===== src/rtl/sdrf_pkg.sv =====
package sdrf_pkg;

  typedef enum logic [1:0] {
    TGT_VENDOR = 2'd0,
    TGT_SLOT   = 2'd1,
    TGT_NONE   = 2'd2
  } tgt_e;

  // Vendor word indices whose behaviour is special.
  localparam int IDX_CTRL = 0;   // byte 0x000: software reset
  localparam int IDX_PHY  = 4;   // byte 0x010: PHY access port
  localparam int IDX_EMMC = 6;   // byte 0x018: eMMC control

  localparam int BIT_SWRST  = 0;
  localparam int BIT_PHY_WR = 24;
  localparam int BIT_PHY_RD = 25;
  localparam int BIT_PHY_AK = 26;
  localparam int BIT_TUNE   = 15;

  localparam logic [31:0] CTRL_RESET_VAL = 32'h0001_0000;

endpackage


===== src/rtl/sdrf_decode.sv =====
module sdrf_decode
  import sdrf_pkg::*;
#(
  parameter int ADDR_W     = 12,
  parameter int VREG_BYTES = 256,
  parameter int SLOT_BASE  = 'h200,
  parameter int SLOT_SPAN  = 'h100,
  localparam int VIDX_W    = $clog2(VREG_BYTES / 4),
  localparam int SLOT_AW   = $clog2(SLOT_SPAN)
) (
  input  logic [ADDR_W-1:0]  addr,
  output tgt_e               tgt,
  output logic [VIDX_W-1:0]  vidx,
  output logic [SLOT_AW-1:0] slot_off
);

  logic aligned, in_vendor, in_slot;

  always_comb begin
    aligned   = (addr[1:0] == 2'b00);
    in_vendor = (32'(addr) < VREG_BYTES);
    in_slot   = (32'(addr) >= SLOT_BASE) && (32'(addr) < SLOT_BASE + SLOT_SPAN);
    if (!aligned)       tgt = TGT_NONE;
    else if (in_vendor) tgt = TGT_VENDOR;
    else if (in_slot)   tgt = TGT_SLOT;
    else                tgt = TGT_NONE;
  end

  assign vidx     = addr[VIDX_W+1:2];
  assign slot_off = SLOT_AW'(addr - ADDR_W'(SLOT_BASE));

endmodule


===== src/rtl/sdrf_vendor_regs.sv =====
module sdrf_vendor_regs
  import sdrf_pkg::*;
#(
  parameter int DATA_W = 32,
  parameter int WORDS  = 64,
  localparam int IDX_W = $clog2(WORDS)
) (
  input  logic              clk,
  input  logic              rst_n,
  input  logic              wr_en,
  input  logic [IDX_W-1:0]  widx,
  input  logic [DATA_W-1:0] wdata,
  input  logic [IDX_W-1:0]  ridx,
  output logic [DATA_W-1:0] rdata,
  output logic              soft_rst
);

  logic [DATA_W-1:0] words [WORDS];

  // Software reset is requested by a control-word write with its low bit set.
  assign soft_rst = wr_en && (widx == IDX_W'(IDX_CTRL)) && wdata[BIT_SWRST];

  for (genvar i = 0; i < WORDS; i++) begin : g_word
    if (i == IDX_CTRL) begin : g_ctrl
      // The only writable bit self-clears, so the word never departs from its reset value.
      assign words[i] = DATA_W'(CTRL_RESET_VAL);
    end else begin : g_rw
      logic [DATA_W-1:0] q;
      logic [DATA_W-1:0] nxt;

      always_comb begin
        nxt = wdata;
        if (i == IDX_PHY)  nxt[BIT_PHY_AK] = wdata[BIT_PHY_WR] | wdata[BIT_PHY_RD];
        if (i == IDX_EMMC) nxt[BIT_TUNE]   = 1'b0;
      end

      always_ff @(posedge clk or negedge rst_n) begin
        if (!rst_n)                                   q <= '0;
        else if (soft_rst)                            q <= '0;
        else if (wr_en && (widx == IDX_W'(i)))        q <= nxt;
      end

      assign words[i] = q;
    end
  end

  assign rdata = words[ridx];

endmodule


===== src/rtl/sdrf_slot_bridge.sv =====
module sdrf_slot_bridge #(
  parameter int DATA_W  = 32,
  parameter int SLOT_AW = 8
) (
  input  logic               clk,
  input  logic               rst_n,
  input  logic               start,
  input  logic               start_write,
  input  logic [SLOT_AW-1:0] start_off,
  input  logic [DATA_W-1:0]  start_wdata,
  output logic               busy,
  output logic               done,
  output logic               done_write,
  output logic [DATA_W-1:0]  done_rdata,
  output logic               slot_req_valid,
  input  logic               slot_req_ready,
  output logic               slot_req_write,
  output logic [SLOT_AW-1:0] slot_req_addr,
  output logic [DATA_W-1:0]  slot_req_wdata,
  input  logic [DATA_W-1:0]  slot_rsp_rdata
);

  logic               vld_q;
  logic               wr_q;
  logic [SLOT_AW-1:0] off_q;
  logic [DATA_W-1:0]  wd_q;

  // Payload is captured once at start and held until the slot handshakes.
  always_ff @(posedge clk or negedge rst_n) begin
    if (!rst_n) begin
      vld_q <= 1'b0;
      wr_q  <= 1'b0;
      off_q <= '0;
      wd_q  <= '0;
    end else if (start) begin
      vld_q <= 1'b1;
      wr_q  <= start_write;
      off_q <= start_off;
      wd_q  <= start_wdata;
    end else if (vld_q && slot_req_ready) begin
      vld_q <= 1'b0;
    end
  end

  assign busy           = vld_q;
  assign done           = vld_q && slot_req_ready;
  assign done_write     = wr_q;
  assign done_rdata     = slot_rsp_rdata;
  assign slot_req_valid = vld_q;
  assign slot_req_write = wr_q;
  assign slot_req_addr  = off_q;
  assign slot_req_wdata = wd_q;

endmodule


===== src/rtl/sdhost_regfront.sv =====
module sdhost_regfront
  import sdrf_pkg::*;
#(
  parameter int ADDR_W     = 12,
  parameter int DATA_W     = 32,
  parameter int VREG_BYTES = 256,
  parameter int SLOT_BASE  = 'h200,
  parameter int SLOT_SPAN  = 'h100
) (
  input  logic                         clk,
  input  logic                         rst_n,
  input  logic                         hst_req_valid,
  output logic                         hst_req_ready,
  input  logic                         hst_req_write,
  input  logic [ADDR_W-1:0]            hst_req_addr,
  input  logic [DATA_W-1:0]            hst_req_wdata,
  output logic                         hst_rsp_valid,
  output logic [DATA_W-1:0]            hst_rsp_rdata,
  output logic                         hst_rsp_err,
  output logic                         slot_req_valid,
  input  logic                         slot_req_ready,
  output logic                         slot_req_write,
  output logic [$clog2(SLOT_SPAN)-1:0] slot_req_addr,
  output logic [DATA_W-1:0]            slot_req_wdata,
  input  logic [DATA_W-1:0]            slot_rsp_rdata,
  input  logic                         slot_irq,
  output logic                         slot_rst,
  output logic                         host_irq
);

  localparam int VWORDS  = VREG_BYTES / 4;
  localparam int VIDX_W  = $clog2(VWORDS);
  localparam int SLOT_AW = $clog2(SLOT_SPAN);

  tgt_e               tgt;
  logic [VIDX_W-1:0]  vidx;
  logic [SLOT_AW-1:0] slot_off;
  logic               accept;
  logic               v_wr;
  logic [DATA_W-1:0]  v_rdata;
  logic               soft_rst;
  logic               busy;
  logic               s_done;
  logic               s_done_wr;
  logic [DATA_W-1:0]  s_rdata;

  logic               rsp_v_q;
  logic [DATA_W-1:0]  rsp_d_q;
  logic               rsp_e_q;
  logic               srst_q;

  sdrf_decode #(
    .ADDR_W(ADDR_W), .VREG_BYTES(VREG_BYTES),
    .SLOT_BASE(SLOT_BASE), .SLOT_SPAN(SLOT_SPAN)
  ) u_dec (
    .addr(hst_req_addr), .tgt(tgt), .vidx(vidx), .slot_off(slot_off)
  );

  assign hst_req_ready = !busy;
  assign accept        = hst_req_valid && hst_req_ready;
  assign v_wr          = accept && hst_req_write && (tgt == TGT_VENDOR);

  sdrf_vendor_regs #(.DATA_W(DATA_W), .WORDS(VWORDS)) u_vregs (
    .clk(clk), .rst_n(rst_n),
    .wr_en(v_wr), .widx(vidx), .wdata(hst_req_wdata),
    .ridx(vidx), .rdata(v_rdata), .soft_rst(soft_rst)
  );

  sdrf_slot_bridge #(.DATA_W(DATA_W), .SLOT_AW(SLOT_AW)) u_bridge (
    .clk(clk), .rst_n(rst_n),
    .start(accept && (tgt == TGT_SLOT)),
    .start_write(hst_req_write), .start_off(slot_off), .start_wdata(hst_req_wdata),
    .busy(busy), .done(s_done), .done_write(s_done_wr), .done_rdata(s_rdata),
    .slot_req_valid(slot_req_valid), .slot_req_ready(slot_req_ready),
    .slot_req_write(slot_req_write), .slot_req_addr(slot_req_addr),
    .slot_req_wdata(slot_req_wdata), .slot_rsp_rdata(slot_rsp_rdata)
  );

  // Response register: local targets answer one cycle after acceptance,
  // slot accesses one cycle after the slot handshake.
  always_ff @(posedge clk or negedge rst_n) begin
    if (!rst_n) begin
      rsp_v_q <= 1'b0;
      rsp_d_q <= '0;
      rsp_e_q <= 1'b0;
    end else begin
      rsp_v_q <= 1'b0;
      rsp_d_q <= '0;
      rsp_e_q <= 1'b0;
      if (accept && (tgt != TGT_SLOT)) begin
        rsp_v_q <= 1'b1;
        rsp_e_q <= (tgt == TGT_NONE);
        if ((tgt == TGT_VENDOR) && !hst_req_write) rsp_d_q <= v_rdata;
      end else if (s_done) begin
        rsp_v_q <= 1'b1;
        if (!s_done_wr) rsp_d_q <= s_rdata;
      end
    end
  end

  // Slot reset: held through system reset, then pulsed once per software reset.
  always_ff @(posedge clk or negedge rst_n) begin
    if (!rst_n) srst_q <= 1'b1;
    else        srst_q <= soft_rst;
  end

  assign hst_rsp_valid = rsp_v_q;
  assign hst_rsp_rdata = rsp_d_q;
  assign hst_rsp_err   = rsp_e_q;
  assign slot_rst      = srst_q;
  assign host_irq      = slot_irq;

endmodule


===== config.mk =====
export PLATFORM = sky130hd
export DESIGN_NAME = sdhost_regfront
export DESIGN_NICKNAME = d
export VERILOG_FILES = /design/src/rtl/sdrf_pkg.sv /design/src/rtl/sdrf_decode.sv /design/src/rtl/sdrf_vendor_regs.sv /design/src/rtl/sdrf_slot_bridge.sv /design/src/rtl/sdhost_regfront.sv
export SDC_FILE = /design/constraint.sdc
export NUM_CORES = 2
export LEC_CHECK = 0
export ABC_AREA = 1
export BUFFER_PORTS_ARGS = -buffer_cell sky130_fd_sc_hd__buf_2
export CELL_PAD_IN_SITES_DETAIL_PLACEMENT = 1
export CELL_PAD_IN_SITES_GLOBAL_PLACEMENT = 1
export CORE_MARGIN = 2
export CORE_UTILIZATION = 43
export DETAILED_ROUTE_END_ITERATION = 16
export PLACE_DENSITY_LB_ADDON = 0.08
export SYNTH_ARGS = -nofsm -noshare
export SYNTH_HDL_FRONTEND = slang
export SYNTH_SLANG_ARGS = --single-unit

===== constraint.sdc =====
create_clock -name clk -period 2.2 [get_ports clk]
set_clock_uncertainty 0.1 [all_clocks]
set_input_delay 0.22 -clock clk [delete_from_list [all_inputs] [get_ports clk]]
set_output_delay 0.22 -clock clk [all_outputs]
set_load 0.05 [all_outputs]

==> results.md <==
* Final WL at between 400 and 500 mm
* Die Y-Extent at 486 µm
* Crit-path leading delay family: simple AND/OR/NAND/NOR gates
* CP max stage delay at ~430 ps
* Final setup fails at roughly 1900
* CP Capture Type: flip-flop
* Port Buf Inserts at ~160
* Reg clk slew, reported paths at around 60 ps
* Count of buffer and inverter cells on the critical path at 5
* Post-layout minimum cycle time at between 2000 and 3000 ps
* Distinct cells, synth at 36
* Met2 wire len at 219 mm
* Global placer's final weighted congestion at 0.960
* Top cells by area in the synthesized netlist: dfrtp_1, nand2_1, o21ai_0
* CTS tree: done
* First-iteration detailed-routing DRC count at around 10000
* Core Util, Final at a little over half
* Starting Density at roughly 43%
* Area Growth Syn to Fin at 25.7%
* Final period utilization at 117%
* Largest net degree at the start of global routing at slightly above 100
* Main synth FF type: dfrtp_1
* Setup TNS at -318310 ps
* Final worst setup slack at -366 ps
* Post-synth top area share at between 50% and 60%
* Core ar. at 232000 µm²
* Ys async rst share at 100%
* Syn nets at 13600
* Worst path arrival time at 3300 ps
* DIE AREA at 236000 µm²
* Worst Hold Class: primary input to flip-flop
* Per-cell routed wire length at 28.0 µm
* #FFs+latches synth at about 2100
* Via density per instance at 5.69
* Min Hold Slack at 28.6 ps
* Leak at 66.1 nW
* Grt ovf at 0
* Ports at 161
* Max Transition Viols Final at 0
* Gr usage total at 39.4%
* Post-synth top cells: nand2_1, dfrtp_1, inv_1, o21ai_0, nor2_1
* Pwr Total at between 80 and 90 mW
* Hold Vio Cnt, Final at 0
* Antenna viol nets, final at 0
* Pwr dens at 693 nW/µm²
* Metal3 WL at between 30 and 40 mm
* EDFF count, synth at 0
* Initial antenna violation count at 31
* H-tree depth at 4
* Area leader, netlist: dfrtp_1
* Drt first pass iters at 5
* Status: finished with violations
* Fmax at 390 MHz
* Clock tree buffer depth at 3
* Clock latency on the worst-skew pair at 900 ps
* Count leader, synth: nand2_1
* CP Launch Type: flip-flop
* Chip Width at a little under 500 µm
* VDD IR max at about 0.00071 V
* Setup WS pre-CTS at -895 ps
* Kind of critical path: flip-flop to flip-flop
* CP max FO at 4
* Post-detail-place hpwl at 316 mm
* Drt drc at 0
* DP Area at 113000 µm²
* Via count at 99600
* Most Frequent Cell on Critical Path: nand2_1
* R2R setup slack at -370 ps
* Syn_area_per_cell at 7.40 µm²
* Clock Tree Root: clkbuf_16
* Vias in the first global route at 103000
* Ys Warns at 0
* Post-route cell area at approximately 130000 µm²
* Cell row count at 177
* Required @ worst endpoint at roughly 2900 ps
* Failing checks: setup timing
* Max Cap Viol at 0
* Measured slew at the worst slew-check pin at 968 ps
* Top Layer Used: met5
* Num CTS Buffers at 230
* Seq/Total Area, Yosys at a little over half
* RSZ-0062 raised after global routing: yes
* Final cell count without fillers at 17500
* Synth Cell Area at 100000 µm²
* Slew headroom at roughly a third
* Syn Inst Count at roughly 14000
* First-pass GRT wire length at 688 mm
* Layout cell share with drive strength beyond 1 at 14.6%
* Metal1 wirelength at 192 mm
* Cells after DPL at roughly 17000
* Clock Sinks at 2092
* Worst path slowest cell: dfrtp_2
* Critical-path cell list: clkinv_4 > nand2_4 > inv_1 > nand3_1 > inv_1 > buf_4 > nand2_1 > nor2_1 > nand2_1 > buf_4 > nand2_1
* Final Net Count at 14300
==> per-layer routing <==
layer / global-route usage (%) / vias up
met2: 61.7 / 4393
li1: - / 43000
met5: 0 / -
met3: 6.68 / 1340
met1: 50.1 / 50900
met4: 26.4 / 16
==> final cells by class <==
type	instances	area (µm²)
fill	28100	106000
tap	3043	3810
antenna	9	22.5
inverter	1521	5740
clock inverter	71	748
clock buffer	355	6950
multi-input combinational	8952	39200
sequential	2092	52400
timing repair buffer	1464	16800
==> flip-flops by register name, indices dropped and copies added (netlist names), 8 cells and up <==
register	count
u_bridge.slot_req_addr	8
u_vregs.g_word.g_rw.q	2015
u_bridge.slot_req_wdata	32
hst_rsp_rdata	32
==> where the power goes <==
part	internal (mW)	leakage, nW	switching (mW)	total, mW
Combinational	2.25	40.6	5.98	8.23
Sequential	38.8	21.7	0.154	38.9
Clock	22.7	3.81	17.2	40.0
==> worst reg2reg max path: stages, from the launching register on <==
cell	delay [ps]
dfrtp_2	430
clkinv_4	60
nand2_4	50
inv_1	110
nand3_1	240
inv_1	240
buf_4	180
nand2_1	130
nor2_1	300
nand2_1	360
buf_4	250
nand2_1	50
==> cell usage in the layout, fill, tap and decap left out, drive strengths merged <==
master and count:
a21boi 1, a21oi 222, a22oi 34, buf 1287, bufinv 9, clkbuf 399, clkinv 54, clkinvlp 4
dfrtp 2091, dfstp 1, diode 9, dlygate4sd3 133, inv 1525, nand2 5140, nand3 251, nand3b 1
nand4 37, nor2 1321, nor3 2, nor4 8, o211ai 10, o21ai 1594, o21bai 13, o22a 5
o22ai 249, o31ai 42, or2 22
==> worst paths after layout <==
| path | from | endpoint | depth (start not counted) |
|---|---|---|---|
| worst max-delay path | u_bridge.busy | hst_rsp_rdata[25] | 11 |
| worst min-delay path | hst_req_wdata[12] | u_bridge.slot_req_wdata[12] | 4 |
| worst max register to register | u_bridge.busy | hst_rsp_rdata[25] | 11 |
| worst min register to register | u_vregs.g_word[12].g_rw.q[13] | u_vregs.g_word[12].g_rw.q[13] | 2 |
| max in group asynchronous | rst_n | u_vregs.g_word[8].g_rw.q[29] | 4 |
| min in group asynchronous | rst_n | u_vregs.g_word[63].g_rw.q[16] | 3 |
==> what timing repair did <==
action / CTS / global route
gates cloned: 21 / 57
setup buffers: 36 / 38
hold endpoints to repair: 2910 / 0
gates resized for setup: 266 / 276
hold buffers: 133 / 0
endpoints found under the setup margin: 1998 / 2006
pin swaps: 69 / 28
==> cells by family after synthesis <==
logic type	count (synthesis)	synth area share, %
DFF	2092	52.4
and+or+nand+nor	6782	26.1
buffers and inverters	2473	9.63
AOI/OAI and AO/OA	2170	11.9
Power figures use the tool's default switching activity.
